`src/rtl/svp_pkg.sv`:
```
package svp_pkg;
   typedef enum logic [1:0] {
      SEQ_IDLE,
      SEQ_FILL,
      SEQ_WAIT,
      SEQ_RUN
   } seq_e;

   localparam logic [2:0] SEL_BASE   = 3'd0;
   localparam logic [2:0] SEL_WIDTH  = 3'd1;
   localparam logic [2:0] SEL_TOP    = 3'd2;
   localparam logic [2:0] SEL_LEFT   = 3'd3;
   localparam logic [2:0] SEL_HEIGHT = 3'd4;
   localparam logic [2:0] SEL_CLEAR  = 3'd5;

   localparam int FLAG_BAND = 0;
   localparam int FLAG_PAGE = 1;
   localparam int FLAG_URUN = 2;
endpackage

```
`src/rtl/svp_regs.sv`:
```
module svp_regs
   import svp_pkg::*;
#(
   parameter int ADDR_W = 24,
   parameter int DIM_W  = 12,
   parameter int DATA_W = 24
) (
   input  logic              clk,
   input  logic              rst_n,
   input  logic              wr,
   input  logic [2:0]        sel,
   input  logic [DATA_W-1:0] wdata,
   input  logic              busy,
   input  logic              set_band,
   input  logic              set_page,
   input  logic              set_urun,
   output logic [ADDR_W-1:0] base,
   output logic [DIM_W-1:0]  width,
   output logic [DIM_W-1:0]  top,
   output logic [DIM_W-1:0]  left,
   output logic [DIM_W-1:0]  height,
   output logic              arm,
   output logic              irq_band,
   output logic              irq_page,
   output logic              err_urun
);
   logic [ADDR_W-1:0] st_base;
   logic [DIM_W-1:0]  st_width, st_top, st_left;
   logic [2:0]        clr;

   assign clr = (wr && sel == SEL_CLEAR) ? wdata[2:0] : 3'b000;

   always_ff @(posedge clk or negedge rst_n) begin
      if (!rst_n) begin
         st_base  <= '0;
         st_width <= '0;
         st_top   <= '0;
         st_left  <= '0;
         base     <= '0;
         width    <= '0;
         top      <= '0;
         left     <= '0;
         height   <= '0;
         arm      <= 1'b0;
      end else begin
         arm <= 1'b0;
         if (wr) begin
            case (sel)
               SEL_BASE:  st_base  <= wdata[ADDR_W-1:0];
               SEL_WIDTH: st_width <= wdata[DIM_W-1:0];
               SEL_TOP:   st_top   <= wdata[DIM_W-1:0];
               SEL_LEFT:  st_left  <= wdata[DIM_W-1:0];
               SEL_HEIGHT: begin
                  if (!busy) begin
                     base   <= st_base;
                     width  <= st_width;
                     top    <= st_top;
                     left   <= st_left;
                     height <= wdata[DIM_W-1:0];
                     arm    <= 1'b1;
                  end
               end
               default: ;
            endcase
         end
      end
   end

   always_ff @(posedge clk or negedge rst_n) begin
      if (!rst_n) begin
         irq_band <= 1'b0;
         irq_page <= 1'b0;
         err_urun <= 1'b0;
      end else begin
         irq_band <= set_band | (irq_band & ~clr[FLAG_BAND]);
         irq_page <= set_page | (irq_page & ~clr[FLAG_PAGE]);
         err_urun <= set_urun | (err_urun & ~clr[FLAG_URUN]);
      end
   end

   // a set flag survives any cycle without a matching clear bit
   a_r9_band_sticky: assert property (@(posedge clk) disable iff (!rst_n)
      (irq_band && !clr[FLAG_BAND]) |=> irq_band);
   a_r8_urun_sticky: assert property (@(posedge clk) disable iff (!rst_n)
      (err_urun && !clr[FLAG_URUN]) |=> err_urun);
endmodule

```
`src/rtl/svp_prefetch.sv`:
```
module svp_prefetch #(
   parameter int ADDR_W = 24,
   parameter int WORD_W = 16,
   parameter int DEPTH  = 2,
   parameter int TOT_W  = 24
) (
   input  logic              clk,
   input  logic              rst_n,
   input  logic              start,
   input  logic              run,
   input  logic [ADDR_W-1:0] base,
   input  logic [TOT_W-1:0]  total,
   output logic              mem_req,
   output logic [ADDR_W-1:0] mem_addr,
   input  logic              mem_rvalid,
   input  logic [WORD_W-1:0] mem_rdata,
   input  logic              pop,
   output logic [WORD_W-1:0] pop_data,
   output logic              empty,
   output logic              ready
);
   localparam int PTR_W = (DEPTH > 1) ? $clog2(DEPTH) : 1;
   localparam int CNT_W = $clog2(DEPTH + 1);

   generate
      if (DEPTH < 2) begin : g_bad_depth
         $error("svp_prefetch: DEPTH must be at least 2");
      end
   endgenerate

   logic [WORD_W-1:0] slot [DEPTH];
   logic [PTR_W-1:0]  wr_ptr, rd_ptr;
   logic [CNT_W-1:0]  cnt;
   logic [TOT_W-1:0]  left_words;
   logic              push, pop_ok;

   assign mem_req = run && (left_words != '0) && (cnt < CNT_W'(DEPTH));
   assign push    = mem_req && mem_rvalid;
   assign empty   = (cnt == '0);
   assign pop_ok  = pop && !empty;
   assign ready   = (cnt == CNT_W'(DEPTH)) || (left_words == '0);
   assign pop_data = empty ? '0 : slot[rd_ptr];

   function automatic logic [PTR_W-1:0] bump(input logic [PTR_W-1:0] p);
      return (p == PTR_W'(DEPTH - 1)) ? '0 : p + PTR_W'(1);
   endfunction

   generate
      for (genvar i = 0; i < DEPTH; i++) begin : g_slot
         always_ff @(posedge clk or negedge rst_n) begin
            if (!rst_n) slot[i] <= '0;
            else if (push && wr_ptr == PTR_W'(i)) slot[i] <= mem_rdata;
         end
      end
   endgenerate

   always_ff @(posedge clk or negedge rst_n) begin
      if (!rst_n) begin
         wr_ptr     <= '0;
         rd_ptr     <= '0;
         cnt        <= '0;
         mem_addr   <= '0;
         left_words <= '0;
      end else if (start) begin
         wr_ptr     <= '0;
         rd_ptr     <= '0;
         cnt        <= '0;
         mem_addr   <= base;
         left_words <= total;
      end else begin
         if (push) begin
            wr_ptr     <= bump(wr_ptr);
            mem_addr   <= mem_addr + ADDR_W'(1);
            left_words <= left_words - TOT_W'(1);
         end
         if (pop_ok) rd_ptr <= bump(rd_ptr);
         if (push && !pop_ok)      cnt <= cnt + CNT_W'(1);
         else if (!push && pop_ok) cnt <= cnt - CNT_W'(1);
      end
   end

   // occupancy bounded by depth
   a_r11_fifo_bound: assert property (@(posedge clk) disable iff (!rst_n)
      cnt <= CNT_W'(DEPTH));
   // a pending read holds its address until answered
   a_r3_req_hold: assert property (@(posedge clk) disable iff (!rst_n)
      (mem_req && !mem_rvalid && run) |=> (!run || (mem_req && $stable(mem_addr))));
endmodule

```
`src/rtl/svp_raster.sv`:
```
module svp_raster #(
   parameter int WORD_W = 16,
   parameter int DIM_W  = 12
) (
   input  logic              clk,
   input  logic              rst_n,
   input  logic              start,
   input  logic              run,
   input  logic [DIM_W-1:0]  top,
   input  logic [DIM_W-1:0]  left,
   input  logic [DIM_W-1:0]  width,
   input  logic [DIM_W-1:0]  height,
   input  logic              lsync,
   input  logic              vclk,
   output logic              pop,
   input  logic [WORD_W-1:0] pop_data,
   input  logic              pop_empty,
   output logic              video,
   output logic              page_done,
   output logic              underrun
);
   localparam int BIT_W = $clog2(WORD_W);
   localparam int POS_W = DIM_W + BIT_W + 1;

   logic [1:0]        sync_q;
   logic              lsync_e, vclk_e;
   logic [POS_W-1:0]  pos, line_last;
   logic [BIT_W-1:0]  bitcnt;
   logic [WORD_W-1:0] shreg;
   logic              in_line, in_pix, line_end;
   logic [DIM_W-1:0]  top_seen, lines;

   generate
      for (genvar s = 0; s < 2; s++) begin : g_edge
         always_ff @(posedge clk or negedge rst_n) begin
            if (!rst_n) sync_q[s] <= 1'b0;
            else        sync_q[s] <= (s == 0) ? lsync : vclk;
         end
      end
   endgenerate

   assign lsync_e   = lsync & ~sync_q[0];
   assign vclk_e    = vclk & ~sync_q[1];
   assign line_last = POS_W'(left) + (POS_W'(width) << BIT_W) - POS_W'(1);
   assign in_pix    = pos >= POS_W'(left);
   assign pop       = vclk_e && in_line && in_pix && (bitcnt == '0);
   assign underrun  = pop && pop_empty;
   assign line_end  = vclk_e && in_line && (pos == line_last);
   assign page_done = line_end && (lines == height - DIM_W'(1));

   always_ff @(posedge clk or negedge rst_n) begin
      if (!rst_n) begin
         pos      <= '0;
         bitcnt   <= '0;
         shreg    <= '0;
         in_line  <= 1'b0;
         top_seen <= '0;
         lines    <= '0;
         video    <= 1'b0;
      end else if (start) begin
         pos      <= '0;
         bitcnt   <= '0;
         in_line  <= 1'b0;
         top_seen <= '0;
         lines    <= '0;
         video    <= 1'b0;
      end else if (run && lsync_e && !in_line) begin
         if (top_seen < top) begin
            top_seen <= top_seen + DIM_W'(1);
         end else begin
            in_line <= 1'b1;
            pos     <= '0;
            bitcnt  <= '0;
         end
         video <= 1'b0;
      end else if (vclk_e && in_line) begin
         if (!in_pix) begin
            video <= 1'b0;
         end else if (bitcnt == '0) begin
            video  <= pop_data[WORD_W-1];
            shreg  <= pop_data << 1;
            bitcnt <= BIT_W'(WORD_W - 1);
         end else begin
            video  <= shreg[WORD_W-1];
            shreg  <= shreg << 1;
            bitcnt <= bitcnt - BIT_W'(1);
         end
         pos <= pos + POS_W'(1);
         if (line_end) begin
            in_line <= 1'b0;
            lines   <= lines + DIM_W'(1);
         end
      end else if (vclk_e) begin
         video <= 1'b0;
      end
   end

   // video moves only on a video clock edge, a line sync edge or page start
   a_r6_video_on_vclk: assert property (@(posedge clk) disable iff (!rst_n)
      (!vclk_e && !lsync_e && !start) |=> $stable(video));
   // margin lines never open a line
   a_r5_top_skip: assert property (@(posedge clk) disable iff (!rst_n)
      (run && lsync_e && !in_line && top_seen < top && !start) |=> !in_line);
endmodule

```
`src/rtl/video_serializer.sv`:
```
module video_serializer
   import svp_pkg::*;
#(
   parameter int ADDR_W     = 24,
   parameter int DIM_W      = 12,
   parameter int WORD_W     = 16,
   parameter int FIFO_DEPTH = 2,
   parameter int DATA_W     = (ADDR_W > DIM_W) ? ADDR_W : DIM_W
) (
   input  logic              clk,
   input  logic              rst_n,
   input  logic              cfg_wr,
   input  logic [2:0]        cfg_sel,
   input  logic [DATA_W-1:0] cfg_wdata,
   output logic              mem_req,
   output logic [ADDR_W-1:0] mem_addr,
   input  logic              mem_rvalid,
   input  logic [WORD_W-1:0] mem_rdata,
   output logic              print_req,
   input  logic              fsync,
   input  logic              lsync,
   input  logic              vclk,
   output logic              video,
   output logic              irq_band,
   output logic              irq_page,
   output logic              err_underrun
);
   localparam int TOT_W = 2 * DIM_W;

   generate
      if (ADDR_W > 32 || DIM_W > 16 || DIM_W < 2) begin : g_bad_dims
         $error("video_serializer: ADDR_W up to 32, DIM_W in 2..16");
      end
      if (WORD_W < 2 || (WORD_W & (WORD_W - 1)) != 0) begin : g_bad_word
         $error("video_serializer: WORD_W must be a power of two");
      end
   endgenerate

   seq_e              state;
   logic [ADDR_W-1:0] c_base;
   logic [DIM_W-1:0]  c_width, c_top, c_left, c_height;
   logic              arm, busy, fsync_q, fsync_e, band_set;
   logic              pop, empty, ready, page_done, urun;
   logic [WORD_W-1:0] pop_data;
   logic [TOT_W-1:0]  total;

   assign busy      = (state != SEQ_IDLE) || arm;
   assign fsync_e   = fsync & ~fsync_q;
   assign band_set  = (state == SEQ_WAIT) && fsync_e;
   assign print_req = (state == SEQ_FILL) || (state == SEQ_WAIT);
   assign total     = TOT_W'(c_width) * TOT_W'(c_height);

   svp_regs #(.ADDR_W(ADDR_W), .DIM_W(DIM_W), .DATA_W(DATA_W)) u_regs (
      .clk(clk), .rst_n(rst_n), .wr(cfg_wr), .sel(cfg_sel), .wdata(cfg_wdata),
      .busy(busy), .set_band(band_set), .set_page(page_done), .set_urun(urun),
      .base(c_base), .width(c_width), .top(c_top), .left(c_left), .height(c_height),
      .arm(arm), .irq_band(irq_band), .irq_page(irq_page), .err_urun(err_underrun)
   );

   svp_prefetch #(.ADDR_W(ADDR_W), .WORD_W(WORD_W), .DEPTH(FIFO_DEPTH), .TOT_W(TOT_W)) u_pf (
      .clk(clk), .rst_n(rst_n), .start(arm), .run(state != SEQ_IDLE),
      .base(c_base), .total(total), .mem_req(mem_req), .mem_addr(mem_addr),
      .mem_rvalid(mem_rvalid), .mem_rdata(mem_rdata), .pop(pop), .pop_data(pop_data),
      .empty(empty), .ready(ready)
   );

   svp_raster #(.WORD_W(WORD_W), .DIM_W(DIM_W)) u_ras (
      .clk(clk), .rst_n(rst_n), .start(band_set), .run(state == SEQ_RUN),
      .top(c_top), .left(c_left), .width(c_width), .height(c_height),
      .lsync(lsync), .vclk(vclk), .pop(pop), .pop_data(pop_data), .pop_empty(empty),
      .video(video), .page_done(page_done), .underrun(urun)
   );

   always_ff @(posedge clk or negedge rst_n) begin
      if (!rst_n) begin
         state   <= SEQ_IDLE;
         fsync_q <= 1'b0;
      end else begin
         fsync_q <= fsync;
         case (state)
            SEQ_IDLE: if (arm)       state <= SEQ_FILL;
            SEQ_FILL: if (ready)     state <= SEQ_WAIT;
            SEQ_WAIT: if (fsync_e)   state <= SEQ_RUN;
            SEQ_RUN:  if (page_done) state <= SEQ_IDLE;
            default:                 state <= SEQ_IDLE;
         endcase
      end
   end

   // accepted frame sync drops the request and flags band begin
   a_r4_print_drop: assert property (@(posedge clk) disable iff (!rst_n)
      band_set |=> (!print_req && irq_band));
   // page end returns to idle
   a_r7_page_idle: assert property (@(posedge clk) disable iff (!rst_n)
      page_done |=> (state == SEQ_IDLE && irq_page));
   // no reads once idle
   a_r11_idle_no_req: assert property (@(posedge clk) disable iff (!rst_n)
      (state == SEQ_IDLE) |-> !mem_req);
endmodule

```
`config.mk`:
```
export PLATFORM = sky130hd
export DESIGN_NAME = video_serializer
export DESIGN_NICKNAME = d
export VERILOG_FILES = /design/src/rtl/svp_pkg.sv /design/src/rtl/svp_regs.sv /design/src/rtl/svp_prefetch.sv /design/src/rtl/svp_raster.sv /design/src/rtl/video_serializer.sv
export SDC_FILE = /design/constraint.sdc
export NUM_CORES = 1
export LEC_CHECK = 0
export BUFFER_PORTS_ARGS = -buffer_cell sky130_fd_sc_hd__buf_2
export CORE_UTILIZATION = 61
export CTS_CLUSTER_SIZE = 16
export DETAILED_ROUTE_END_ITERATION = 8
export PLACE_DENSITY = 0.83
export SLEW_MARGIN = 5
export SYNTH_ARGS = -nofsm -noshare
export SYNTH_HDL_FRONTEND = slang
export SYNTH_SLANG_ARGS = --single-unit
```
`constraint.sdc`:
```
create_clock -name clk -period 8 [get_ports clk]
set_input_delay 0.4 -clock clk [delete_from_list [all_inputs] [get_ports clk]]
set_output_delay 0.4 -clock clk [all_outputs]
set_load 0.05 [all_outputs]
```
* Yosys cells after proc, flatten, opt, wreduce, memory -nomap -nowiden
Index checks and enable logic that the tools add are counted.
** Storage, ports and cells
- Register bits :: 288
- Bits of input ports :: 50
- Output and inout bits :: 30
- Logic and storage cells :: 196
** Cells by class
- $add $sub $neg :: 13
- $mul :: 1
- Order comparisons :: 4
- Eq/ne operators :: 17
- Mux-type cells :: 55
- Bitwise logic cells :: 20
- Reduce and logical (&&, ||, !) cells :: 55
** Operator list (number)
- 2-to-1 mux 24 bit :: 4
- 2-to-1 mux 12 bit :: 7
- 2-to-1 mux 16 bit :: 5
- 2-to-1 mux 17 bit :: 4
- adder 12 x 1 -> 12 bit, second input constant :: 2
- adder 24 x 1 -> 24 bit, second input constant :: 1
- zero test 24 bit :: 1
- multiplier 12 x 12 -> 24 bit :: 1
- 2-to-1 mux 4 bit :: 6
- nonzero test 24 bit :: 1
- subtractor 24 x 1 -> 24 bit, second input constant :: 1
- 2-to-1 mux 1 bit :: 20
- logical AND 1 bit :: 18
- adder 12 x 16 -> 17 bit :: 1
- adder 17 x 1 -> 17 bit, second input constant :: 1
- equality test 17 bit :: 1
- >= comparator 17 x 12 -> 1 bit :: 1
- subtractor 17 x 1 -> 17 bit, second input constant :: 1
- 2-to-1 mux 2 bit :: 7
- nonzero test 2 bit :: 7
- equality test 12 bit :: 1
- less-than comparator 12 bit :: 1
- AND reduction 2 bit :: 6
- AND reduction 3 bit :: 4
- 29 further kinds :: 63

* Longest topological paths before layout
Gate-level depths: netlist of run 1.
- Word-level depth :: 10
- Depth in mapped cells :: 22
- Gate-level depth less buffers :: 20

* Cells and area by module
From an unflattened synthesis of run 1, not the netlist that was laid out.
** Second synthesis, totals
- Cell total of the unflattened synthesis :: 2020
- Area total of the unflattened synthesis :: 20925.1 um2
** By module, submodules not included
- svp_raster :: instances 1, cells each 657, area an instance 5610.4 um2
- svp_regs :: instances 1, cells each 294, area an instance 5461.5 um2
- video_serializer :: instances 1, cells each 618, area an instance 5121.2 um2
- svp_prefetch :: instances 1, cells each 451, area an instance 4732.0 um2

* Worst setup path before layout of run 1
OpenSTA, ideal clock, no wires.
- Kind :: reg-to-reg
- Start point :: register u_regs.height[3]
- End point :: register u_pf.left_words[23]
- Arrival :: 5.473 ns
- Data required time :: 7.880 ns
- Setup slack :: 2.407 ns
- Stages on the path, launching flop included :: 21
- Path through :: dfrtp_1 > clkbuf_1 > buf_1 > nand2_1 > fa_1 > fa_1 > inv_1 > ha_1 > fa_1 > inv_1 > fa_1 > inv_1 > ha_1 > nand3_1 > o211ai_1 > o41ai_1 > o31ai_1 > a21oi_1 > a2111oi_0 > or3_1 > a31o_2
** Between the ends
- Word-level cells in the longest chain between the ends :: 2
** RTL lines
- start, declared :: line svp_regs.sv:21 : output logic [DIM_W-1:0] height,
- start signal, assigned :: line svp_regs.sv:59 : height <= wdata[DIM_W-1:0];
- multiplier 12 x 12 -> 24 bit :: line video_serializer.sv:51 : assign total = TOT_W'(c_width) * TOT_W'(c_height);
- 2-to-1 mux 24 bit :: line svp_prefetch.sv:64 : end else if (start) begin
- end signal, assigned :: line svp_prefetch.sv:69 : left_words <= total;
- end signal, assigned :: line svp_prefetch.sv:74 : left_words <= left_words - TOT_W'(1);
- end, declared :: line svp_prefetch.sv:34 : logic [TOT_W-1:0] left_words;
No other way between the ends.
A chain may end at the register's enable or synchronous reset.

* Final worst setup path of run 1
Same ends and word-level chain as after synthesis.

==> results of run 1 <==
==> where the power goes <==
| part | internal [W] | switching [W] |
|---|---|---|
| Sequential | 0.00166 | 0.000155 |
| Combinational | 0.000251 | 0.000329 |
| Clock | 0.000876 | 0.000629 |
==> layer usage <==
metal,wire length (µm),global-route usage,up-vias
met3,2180,0.0331,106
met5,0,0,-
met2,23300,0.504,447
met1,20000,0.390,7651
met4,1840,0.114,0
li1,-,-,7044
==> how the worst max path moves through the flow <==
stage | startpoint | endpoint | slack (ns) | depth (start not counted)
6_report | u_regs.height[3] | u_pf.left_words[23] | 1.85 | 18
5_1_grt | u_regs.height[3] | u_pf.left_words[23] | 1.49 | 18
4_1_cts | u_regs.height[3] | u_pf.left_words[23] | 1.89 | 18
3_5_place_dp | u_regs.height[3] | u_pf.left_words[23] | 1.91 | 18
3_3_place_gp | u_regs.height[3] | u_pf.left_words[23] | 2.15 | 18
2_1_floorplan | u_regs.height[3] | u_pf.left_words[23] | 2.41 | 20
==> cell usage in the layout (no fill, tap or decap), types with 6 or more instances in the layout <==
cell type | synthesis | routed
and2_1 | 59 | 59
a21o_1 | 14 | 14
fa_1 | 101 | 101
nand2b_1 | 21 | 21
o21ai_0 | 120 | 120
or2_2 | 6 | 6
nor2_1 | 88 | 88
buf_2 | 9 | 78
clkinv_2 | 0 | 7
xor2_1 | 50 | 50
inv_1 | 217 | 217
dfrtp_1 | 287 | 286
buf_4 | 0 | 9
nor3_1 | 23 | 22
or4_1 | 15 | 15
xnor2_1 | 57 | 57
nand3_1 | 38 | 38
clkbuf_16 | 0 | 31
and4_1 | 9 | 9
or3_1 | 17 | 17
o41ai_1 | 9 | 9
a31oi_1 | 12 | 12
mux2_2 | 107 | 107
nand4_1 | 33 | 33
a211oi_1 | 17 | 17
nor2b_1 | 7 | 7
o311ai_0 | 7 | 7
a21oi_1 | 37 | 37
o211ai_1 | 14 | 14
clkbuf_1 | 77 | 7
ha_1 | 119 | 119
nand2_1 | 355 | 355
and3_1 | 18 | 18
nor4_1 | 17 | 17
mux2i_1 | 31 | 31
==> per-stage QoR <==
step	power (W)	setup slack (ns)	util	hold WS (ns)	area [µm²]
after floorplan	0.00221	2.41	-	0.104	19600
after global placement	0.00237	2.15	0.640	0.442	20200
after detailed placement	0.00241	1.91	0.640	0.449	20200
after CTS	0.00392	1.89	0.674	0.0321	21300
after global routing	0.00404	1.49	0.674	0.0458	21300
final	0.00390	1.85	0.675	0.0451	21300
==> cells by family (layout without fill, tap and decap cells) <==
logic type,after synthesis,after routing,share of synthesized area
compound gates,294,294,0.0954
xor+xnor,107,107,0.0478
fa+ha+maj,220,220,0.179
buf+inv,315,368,0.0609
flops,287,287,0.366
mux,139,139,0.0778
other cells,0,2,0
simple gates,717,717,0.173
==> cell type report <==
type,instances,area (µm²),share of cell area
diodes,2,5.00,0.000235
clock buffers,41,843,0.0395
clock inverters,16,210,0.00985
inverters,218,818,0.0383
multi-input cells,1477,11200,0.527
flip-flops and latches,287,7180,0.337
well taps,402,503,0.0236
repair buffers,93,533,0.0250
==> worst max-delay path, cell delays in order (launching register included) <==
cell and delay, ns:
dfrtp_1 0.72, nand2_1 0.14, fa_1 0.48, fa_1 0.51, inv_1 0.05, ha_1 0.31
fa_1 0.53, inv_1 0.05, fa_1 0.53, inv_1 0.04, ha_1 0.34, nand3_1 0.09
o211ai_1 0.28, o41ai_1 0.19, o31ai_1 0.68, a21oi_1 0.19, a2111oi_0 0.50, o21ai_0 0.15
a31o_2 0.25
==> flip-flops by register name, indices dropped and copies added, names as in the netlist, 2 cells and up <==
name and count:
u_regs.st_left 12, u_regs.st_width 12, u_ras.sync_q 2, u_regs.height 12, u_pf.cnt 2, u_regs.base 24
u_ras.lines 12, u_ras.top_seen 12, u_ras.pos 17, u_regs.st_base 24, u_pf.slot 32, u_regs.left 12
u_regs.top 12, u_ras.shreg 15, u_ras.bitcnt 4, u_regs.st_top 12, state 2, u_pf.left_words 24
u_regs.width 12, u_pf.mem_addr 24
==> cell usage after synthesis, drive strengths merged (31+ instances only) <==
cell type,count,share of area
a21oi,37,0.0094
nand4,33,0.011
xnor2,57,0.025
clkbuf,78,0.015
mux2i,31,0.016
xor2,50,0.022
and2,59,0.019
nand2,356,0.068
dfrtp,287,0.37
o21ai,121,0.031
nor2,88,0.017
inv,218,0.042
fa,101,0.10
nand3,38,0.0097
ha,119,0.076
mux2,108,0.062
==> what timing repair did <==
item	in CTS	in global routing
endpoints found under the setup margin	0	0
hold endpoints to repair	33	0
hold buffers	4	0
==> results by group, run 1 <==
Place
  • Final HPWL DP: 34600 µm
  • Gpl congestion: 0.949
  • Cell count after placement: 2473
  • Buffers on Ports: 79

Worst setup path
  • Largest driver fanout on the critical path: 20
  • Worst reg2reg path depth: 18
  • R2R Path End: u_pf.left_words[23]
  • Crit path DAT: 6.62 ns
  • Setup CP Type: flip-flop to flip-flop
  • CP Launch Type: flip-flop
  • Crit. End Element: flip-flop
  • Setup slack, reg-to-reg: 1.85 ns
  • Worst R2R Start: u_regs.height[3]
  • CP required: 8.47 ns

CTS
  • Clock root buffer: clkbuf_16
  • Clock buffer depth: 3
  • H-tree levels: 1
  • Post-CTS sizing: 0
  • Num CTS Buffers: 31
  • CTS tree: yes
  • CTS clk-pin slew, worst paths: 0.06 ns
  • Later-pin clock latency in the skew report: 0.59 ns
  • Clock sink total: 287
  • Number of setup buffers added after CTS: 0

Timing
  • Hold Vio Cnt, Final: 0
  • Final Setup Violations: 0
  • Pins Over Slew Limit: 0
  • Max_slew headroom: 0.163
  • Worst slew pin tran: 1.25 ns
  • Period utilization: 0.769
  • Fmax achieved: 163 MHz
  • Clock Skew: 0.0125 ns
  • RSZ-0062 raised after global routing: no
  • TNS Setup: 0 ns
  • Period minus WS final: 6.15 ns

Hold path
  • HP Class: input pin to flip-flop
  • Hold Crit Start: cfg_wdata[22]
  • WHS Path Cells: 2
  • Hold path endpoint: u_regs.st_base[22]

Synthesis
  • Yosys warning total: 0
  • Synthesized area: 0.0196 mm²
  • Ys flop type: dfrtp_1
  • Net count after synthesis: 2349
  • Async SR Flop Fraction: 1.00
  • Sequential share of the synthesized area: 0.366
  • Distinct cells, synth: 69
  • Post-synth EDFFs: 0
  • Seq cells post-synth: 287
  • Mean post-synth cell area: 9.43 µm²
  • Synthesized instance count: 2079

Final layout
  • Post-Layout Cell Count: 2536
  • Share of post-route cells with drive strength above 1: 0.124
  • Layout net count: 2378
  • Filler cells: 2382
  • Layout area overhead: 8.79%

Pwr
  • Worst VDD drop: 0.225 mV
  • Power density over the cells: 183 mW/mm²
  • P_leak: 10.4 nW

Global routing
  • Largest net degree at the start of global routing: 151
  • Grt total ovfl: 0
  • Global-route wire length before repair: 78600 µm
  • Total track usage: 0.296
  • Vias in the first global route: 15600
  • Antenna violations before repair: 2

Route
  • Vias per cell: 6.01
  • DRT Wirelength: 47400 µm
  • Initial detailed-routing violation count: 1106
  • DR vias: 15200
  • Detail Route Antenna Nets: 0
  • Drt pass-1 iters: 5
  • WL per Instance: 18.7 µm
  • Residual DRC: 0

Die
  • Chip height: 181 µm
  • Initial Utilization: 0.620
  • Io pins: 80
  • CORE AREA: 0.0316 mm²
  • # rows: 65
  • Chip width: 181 µm
  • Die area: 0.0329 mm²

Flow run
  • Max Cap Viol: 0

Status
  • Status: completed
No activity file was read; power rests on OpenSTA's default activity.
==> inputs of run 2 (changes only) <==
--- a/config.mk
+++ b/config.mk
@@ -6,10 +6,10 @@
 export NUM_CORES = 1
 export LEC_CHECK = 0
 export BUFFER_PORTS_ARGS = -buffer_cell sky130_fd_sc_hd__buf_2
-export CORE_UTILIZATION = 61
+export CORE_UTILIZATION = 57
 export CTS_CLUSTER_SIZE = 16
 export DETAILED_ROUTE_END_ITERATION = 8
-export PLACE_DENSITY = 0.83
+export PLACE_DENSITY = 0.81
 export SLEW_MARGIN = 5
 export SYNTH_ARGS = -nofsm -noshare
 export SYNTH_HDL_FRONTEND = slang
==> constraint.sdc (replaced) <==
create_clock -name clk -period 5.1 [get_ports clk]
set_input_delay 0.255 -clock clk [delete_from_list [all_inputs] [get_ports clk]]
set_output_delay 0.255 -clock clk [all_outputs]
set_load 0.05 [all_outputs]
==> run 2 against run 1 <==
The flow now finishes with violations (setup timing). Core utilization up 0.40 points. Worst hold slack worse by 0.0045 ns. Combinational power up 62%. Critical path type unchanged. Critical endpoint unchanged. Largest power group unchanged.
==> results by group, run 2 (synthesized netlist as in run 1, its figures left out) <==
Timing
  • Period utilization: 1.01
  • Hold Vio Cnt, Final: 0
  • Final Setup Violations: 3
  • Fmax achieved: 193 MHz
  • Clock Skew: 0.0188 ns
  • Pins Over Slew Limit: 0
  • Final setup margin: -0.0705 ns
  • Max_slew headroom: 0.180
  • RSZ-0062 raised after global routing: yes
  • Worst slew pin tran: 1.23 ns
  • Period minus WS final: 5.17 ns

Global routing
  • Antenna violations before repair: 0
  • Met3 GRT Util: 0.0241
  • M1 GR Usage: 0.391
  • Largest net degree at the start of global routing: 99
  • Met2 Usage GRT: 0.503
  • Global-route wire length before repair: 83300 µm
  • Vias in the first global route: 16200
  • Grt total ovfl: 0
  • Total track usage: 0.293
  • GR peak layer: met2

Die
  • Die area: 0.0352 mm²
  • Chip height: 188 µm
  • Chip width: 188 µm
  • Io pins: 80
  • # rows: 67
  • CORE AREA: 0.0337 mm²
  • Initial Utilization: 0.582

Worst setup path
  • Setup slack, reg-to-reg: -0.07 ns
  • CP Launch Type: flip-flop
  • Worst R2R Start: u_regs.height[3]
  • CP required: 5.57 ns
  • Setup CP Type: flip-flop to flip-flop
  • CP most frequent cell: fa_1
  • Crit path DAT: 5.64 ns
  • R2R Path End: u_pf.left_words[23]
  • Largest delay share family, worst path: adder cells
  • Worst reg2reg path depth: 19
  • Max incr delay on CP: 0.53 ns
  • Crit. End Element: flip-flop
  • Bufs and invs on worst path: 4
  • CP Cell Sequence: buf_6 -> buf_4 -> and2_1 -> fa_2 -> ha_2 -> fa_1 -> inv_1 -> fa_1 -> fa_1 -> inv_2 -> ha_4 -> nand3_2 -> o211ai_1 -> o41ai_4 -> o31ai_4 -> a21oi_2 -> a2111oi_4 -> or3_1 -> a31o_2
  • Largest driver fanout on the critical path: 5
  • CP max-delay cell: fa_1

Hold path
  • Hold path endpoint: u_regs.height[11]
  • Hold Crit Start: cfg_wdata[11]
  • WHS Path Cells: 3
  • HP Class: input pin to flip-flop

Final layout
  • Layout net count: 2521
  • Multi-input logic area: 0.0115 mm²
  • Filler cells: 2513
  • Biggest register: u_pf.slot
  • Final core occ: 0.679
  • Commonest non-fill, non-tap cells in the layout: 349 x nand2_1, 272 x dfrtp_1, 206 x inv_1, 118 x o21ai_0, 110 x ha_1
  • Layout area overhead: 16.6%
  • Most common cell after layout, fill and taps aside: nand2_1
  • Share of post-route cells with drive strength above 1: 0.195
  • Max reg flops: 32
  • N_diodes: 0
  • Seq. cell area: 0.00720 mm²

Route
  • Detail Route Antenna Nets: 0
  • Vias per cell: 5.88
  • DRT Wirelength: 50900 µm
  • Initial detailed-routing violation count: 1234
  • DR vias: 16000
  • Drt pass-1 iters: 6
  • WL per Instance: 18.7 µm
  • Residual DRC: 0

Place
  • Final HPWL DP: 36100 µm
  • Gpl congestion: 0.927
  • Buffers on Ports: 79

CTS
  • Clock sink total: 287
  • Clock buffer depth: 3
  • Num CTS Buffers: 31
  • CTS tree: yes
  • Later-pin clock latency in the skew report: 0.58 ns
  • H-tree levels: 1
  • Clock root buffer: clkbuf_16
  • CTS clk-pin slew, worst paths: 0.06 ns

Flow run
  • Max Cap Viol: 0

Status
  • Status: complete, but fails checks
  • Failing checks: setup timing

Pwr
  • Power density over the cells: 266 mW/mm²
  • P_leak: 11.0 nW
  • Worst VDD drop: 0.370 mV
  • Overall Power: 0.00608 W
-- run 2: tightest hold or removal path, cell delays in order --
cell and delay, ns:
buf_2 0.17, nand2_1 0.08, nand2_1 0.05
-- run 2: area by class of cell --
class | instances | share of cell area
inverter | 218 | 0.0358
multi-input combinational | 1477 | 0.504
sequential | 287 | 0.315
timing repair buffer | 236 | 0.0759
clock inverter | 12 | 0.00591
clock buffer | 43 | 0.0394
tap | 448 | 0.0245
-- run 2: per-stage QoR --
stage,std cells,hold WS [ns],setup slack (ns),instance area [µm²],TNS (ns)
5_1_grt,2721,0.0327,-0.251,22900,-1.48
6_report,2721,0.0406,-0.0705,22900,-0.112
2_1_floorplan,2079,-0.0406,0.00772,19800,0
3_3_place_gp,2597,0.271,-0.181,21000,-0.711
3_5_place_dp,2597,0.270,-0.343,21000,-2.12
4_1_cts,2711,0.00265,-0.0825,22700,-0.116
-- run 2: routing by layer --
metal	part of all wire	vias to the layer above
met1	0.42	8017
met5	0	-
met2	0.50	538
met3	0.044	119
met4	0.034	0
li1	-	7325
-- run 2: worst max path at each step --
stage	slack, ns	end	start	depth (start not counted)
6_report	-0.07	u_pf.left_words[23]	u_regs.height[3]	19
5_1_grt	-0.25	u_pf.left_words[23]	u_regs.width[5]	19
4_1_cts	-0.08	u_pf.left_words[23]	u_regs.width[5]	20
3_5_place_dp	-0.34	u_pf.left_words[23]	u_regs.height[3]	18
3_3_place_gp	-0.18	u_pf.left_words[21]	u_regs.height[3]	19
2_1_floorplan	0.008	u_pf.left_words[23]	u_regs.height[5]	19
-- run 2: power by group --
group | switching, W | internal, W | total, W
clock | 0.000947 | 0.00134 | 0.00228
combinational | 0.000530 | 0.000411 | 0.000941
sequential | 0.000254 | 0.00260 | 0.00286
total | 0.00173 | 0.00435 | 0.00608
-- run 2: repair_timing --
| action | 4_1_cts | 5_1_grt |
|---|---|---|
| hold endpoints to repair | 122 | 0 |
| resized for setup | 45 | 26 |
| setup endpoints to repair | 10 | 10 |
| pin swaps | 47 | 17 |
| hold buffers | 34 | 0 |
| setup buffers | 25 | 12 |
==> inputs of run 3 (changes only) <==
--- a/config.mk
+++ b/config.mk
@@ -10,6 +10,8 @@
 export CTS_CLUSTER_SIZE = 16
 export DETAILED_ROUTE_END_ITERATION = 8
 export PLACE_DENSITY = 0.81
+export REMOVE_ABC_BUFFERS = 1
+export SKIP_CTS_REPAIR_TIMING = 1
 export SLEW_MARGIN = 5
 export SYNTH_ARGS = -nofsm -noshare
 export SYNTH_HDL_FRONTEND = slang
==> run 3 against run 2 <==
The flow still finishes with violations (setup timing). Clock power hardly changed. Fmax is 4.2% lower. Routed wire length is 0.67% higher. Clock skew is 0.0038 ns lower. Setup slack worse by 0.22 ns. Worst hold slack worse by 0.035 ns. Die area stayed put. Critical endpoint is now u_pf.left_words[20]. Highest routed layer unchanged.
==> results by group, run 3 (synthesized netlist as in run 1, its figures left out) <==
Route
  • DRT Wirelength: 51300 µm
  • Residual DRC: 0
  • WL per Instance: 18.9 µm
  • Vias per cell: 5.92
  • DR vias: 16000
  • Detail Route Antenna Nets: 0
  • Initial detailed-routing violation count: 1242
  • Drt pass-1 iters: 5

Worst setup path
  • Setup CP Type: flip-flop to flip-flop
  • Largest driver fanout on the critical path: 6
  • Crit. End Element: flip-flop
  • CP required: 5.55 ns
  • Crit path DAT: 5.84 ns
  • Setup slack, reg-to-reg: -0.30 ns
  • CP Launch Type: flip-flop

Final layout
  • Post-Layout Cell Count: 2707
  • Max reg flops: 32
  • Biggest register: u_pf.slot
  • Layout area overhead: 15.6%
  • Share of post-route cells with drive strength above 1: 0.189
  • Commonest non-fill, non-tap cells in the layout: 350 x nand2_1, 270 x dfrtp_1, 212 x inv_1, 116 x o21ai_0, 108 x ha_1
  • Multi-input logic area: 0.0115 mm²
  • Seq. cell area: 0.00720 mm²
  • Most common cell after layout, fill and taps aside: nand2_1
  • Layout net count: 2505
  • Filler cells: 2401

Timing
  • Pins Over Slew Limit: 0
  • Period minus WS final: 5.40 ns
  • Clock Skew: 0.0150 ns
  • TNS Setup: -0.889 ns
  • Hold Vio Cnt, Final: 0
  • WHS: 0.00560 ns
  • Fmax achieved: 185 MHz
  • Period utilization: 1.06
  • Final setup margin: -0.295 ns
  • Worst slew pin tran: 1.25 ns
  • Final Setup Violations: 5
  • RSZ-0062 raised after global routing: yes
  • Max_slew headroom: 0.168

Global routing
  • Total track usage: 0.279
  • Antenna violations before repair: 0
  • Grt total ovfl: 0
  • Global-route wire length before repair: 79600 µm
  • Vias in the first global route: 16100
  • Largest net degree at the start of global routing: 103

CTS
  • CTS tree: yes
  • Clock buffer depth: 3
  • H-tree levels: 1
  • Num CTS Buffers: 29
  • Later-pin clock latency in the skew report: 0.57 ns
  • Clock root buffer: clkbuf_16
  • Clock sink total: 287
  • CTS clk-pin slew, worst paths: 0.07 ns

Flow run
  • Max Cap Viol: 0

Hold path
  • HP Class: input pin to flip-flop

Die
  • Chip width: 188 µm
  • Die area: 0.0352 mm²
  • CORE AREA: 0.0337 mm²
  • # rows: 67
  • Initial Utilization: 0.582
  • Io pins: 80
  • Chip height: 188 µm

Place
  • Buffers on Ports: 79
  • Final HPWL DP: 35200 µm
  • Gpl congestion: 0.918
  • Cell count after placement: 2599

Pwr
  • Worst VDD drop: 0.319 mV
  • Power density over the cells: 268 mW/mm²
  • P_leak: 10.9 nW

Status
  • Failing checks: setup timing
  • Status: complete, but fails checks
[run 3: cell types whose count changed in the layout (fill, tap and decap cells not counted), sizes merged, moves of 2 or more]
cell	before	now
clkbuf	43	38
clkinvlp	1	4
inv	221	219
buf	202	190
dlygate4sd3	34	32
bufinv	2	4
[run 3: cell type report]
type	instances	area share
diodes	1	0.000110
clock buffers	38	0.0357
clock inverters	16	0.00888
inverters	218	0.0361
multi-input cells	1477	0.507
flip-flops and latches	287	0.318
well taps	448	0.0247
repair buffers	222	0.0700
[run 3: path summary, 6_finish.rpt]
kind                       depth (start not counted)                  end          startpoint
min in group asynchronous                          2  u_pf.left_words[21]               rst_n
max reg2reg                                       17  u_pf.left_words[20]     u_regs.width[5]
max                                               17  u_pf.left_words[20]     u_regs.width[5]
max in group asynchronous                          3    u_ras.top_seen[6]               rst_n
min                                                3     u_regs.height[3]        cfg_wdata[3]
min reg2reg                                        2      u_regs.base[13]  u_regs.st_base[13]
[run 3: critical path: stages (launching register included)]
cell	delay, ns
dfrtp_2	0.45
buf_6	0.14
and2_1	0.18
fa_1	0.47
fa_1	0.58
fa_1	0.44
fa_1	0.49
inv_1	0.05
fa_1	0.51
inv_2	0.05
ha_4	0.24
a21oi_2	0.16
o21ai_2	0.08
or3_1	0.40
o211ai_1	0.30
a31oi_1	0.14
or3_1	0.39
a31o_1	0.21
[run 3: metal layers]
| metal | GRT usage | part of all wire | up-vias |
|---|---|---|---|
| li1 | - | - | 7278 |
| met2 | 0.479 | 0.49 | 666 |
| met4 | 0.102 | 0.040 | 0 |
| met5 | 0 | 0 | - |
| met1 | 0.362 | 0.40 | 7899 |
| met3 | 0.0357 | 0.065 | 169 |
[run 3: report_power, final]
group	internal, W	leakage, nW	total [W]	switching [W]
Combinational	0.000409	6.99	0.000951	0.000542
Sequential	0.00260	3.45	0.00286	0.000252
Clock	0.00132	0.487	0.00226	0.000941
Total	0.00434	10.9	0.00607	0.00173
[run 3: per-stage QoR]
step	power [W]	utilization	area [µm²]	worst slack (ns)
5_1_grt	0.00628	0.673	22700	-0.487
4_1_cts	0.00604	0.650	21900	-0.461
2_1_floorplan	0.00346	-	19200	-0.234
3_3_place_gp	0.00373	0.620	20900	-0.270
3_5_place_dp	0.00379	0.620	20900	-0.452
6_report	0.00607	0.673	22700	-0.295
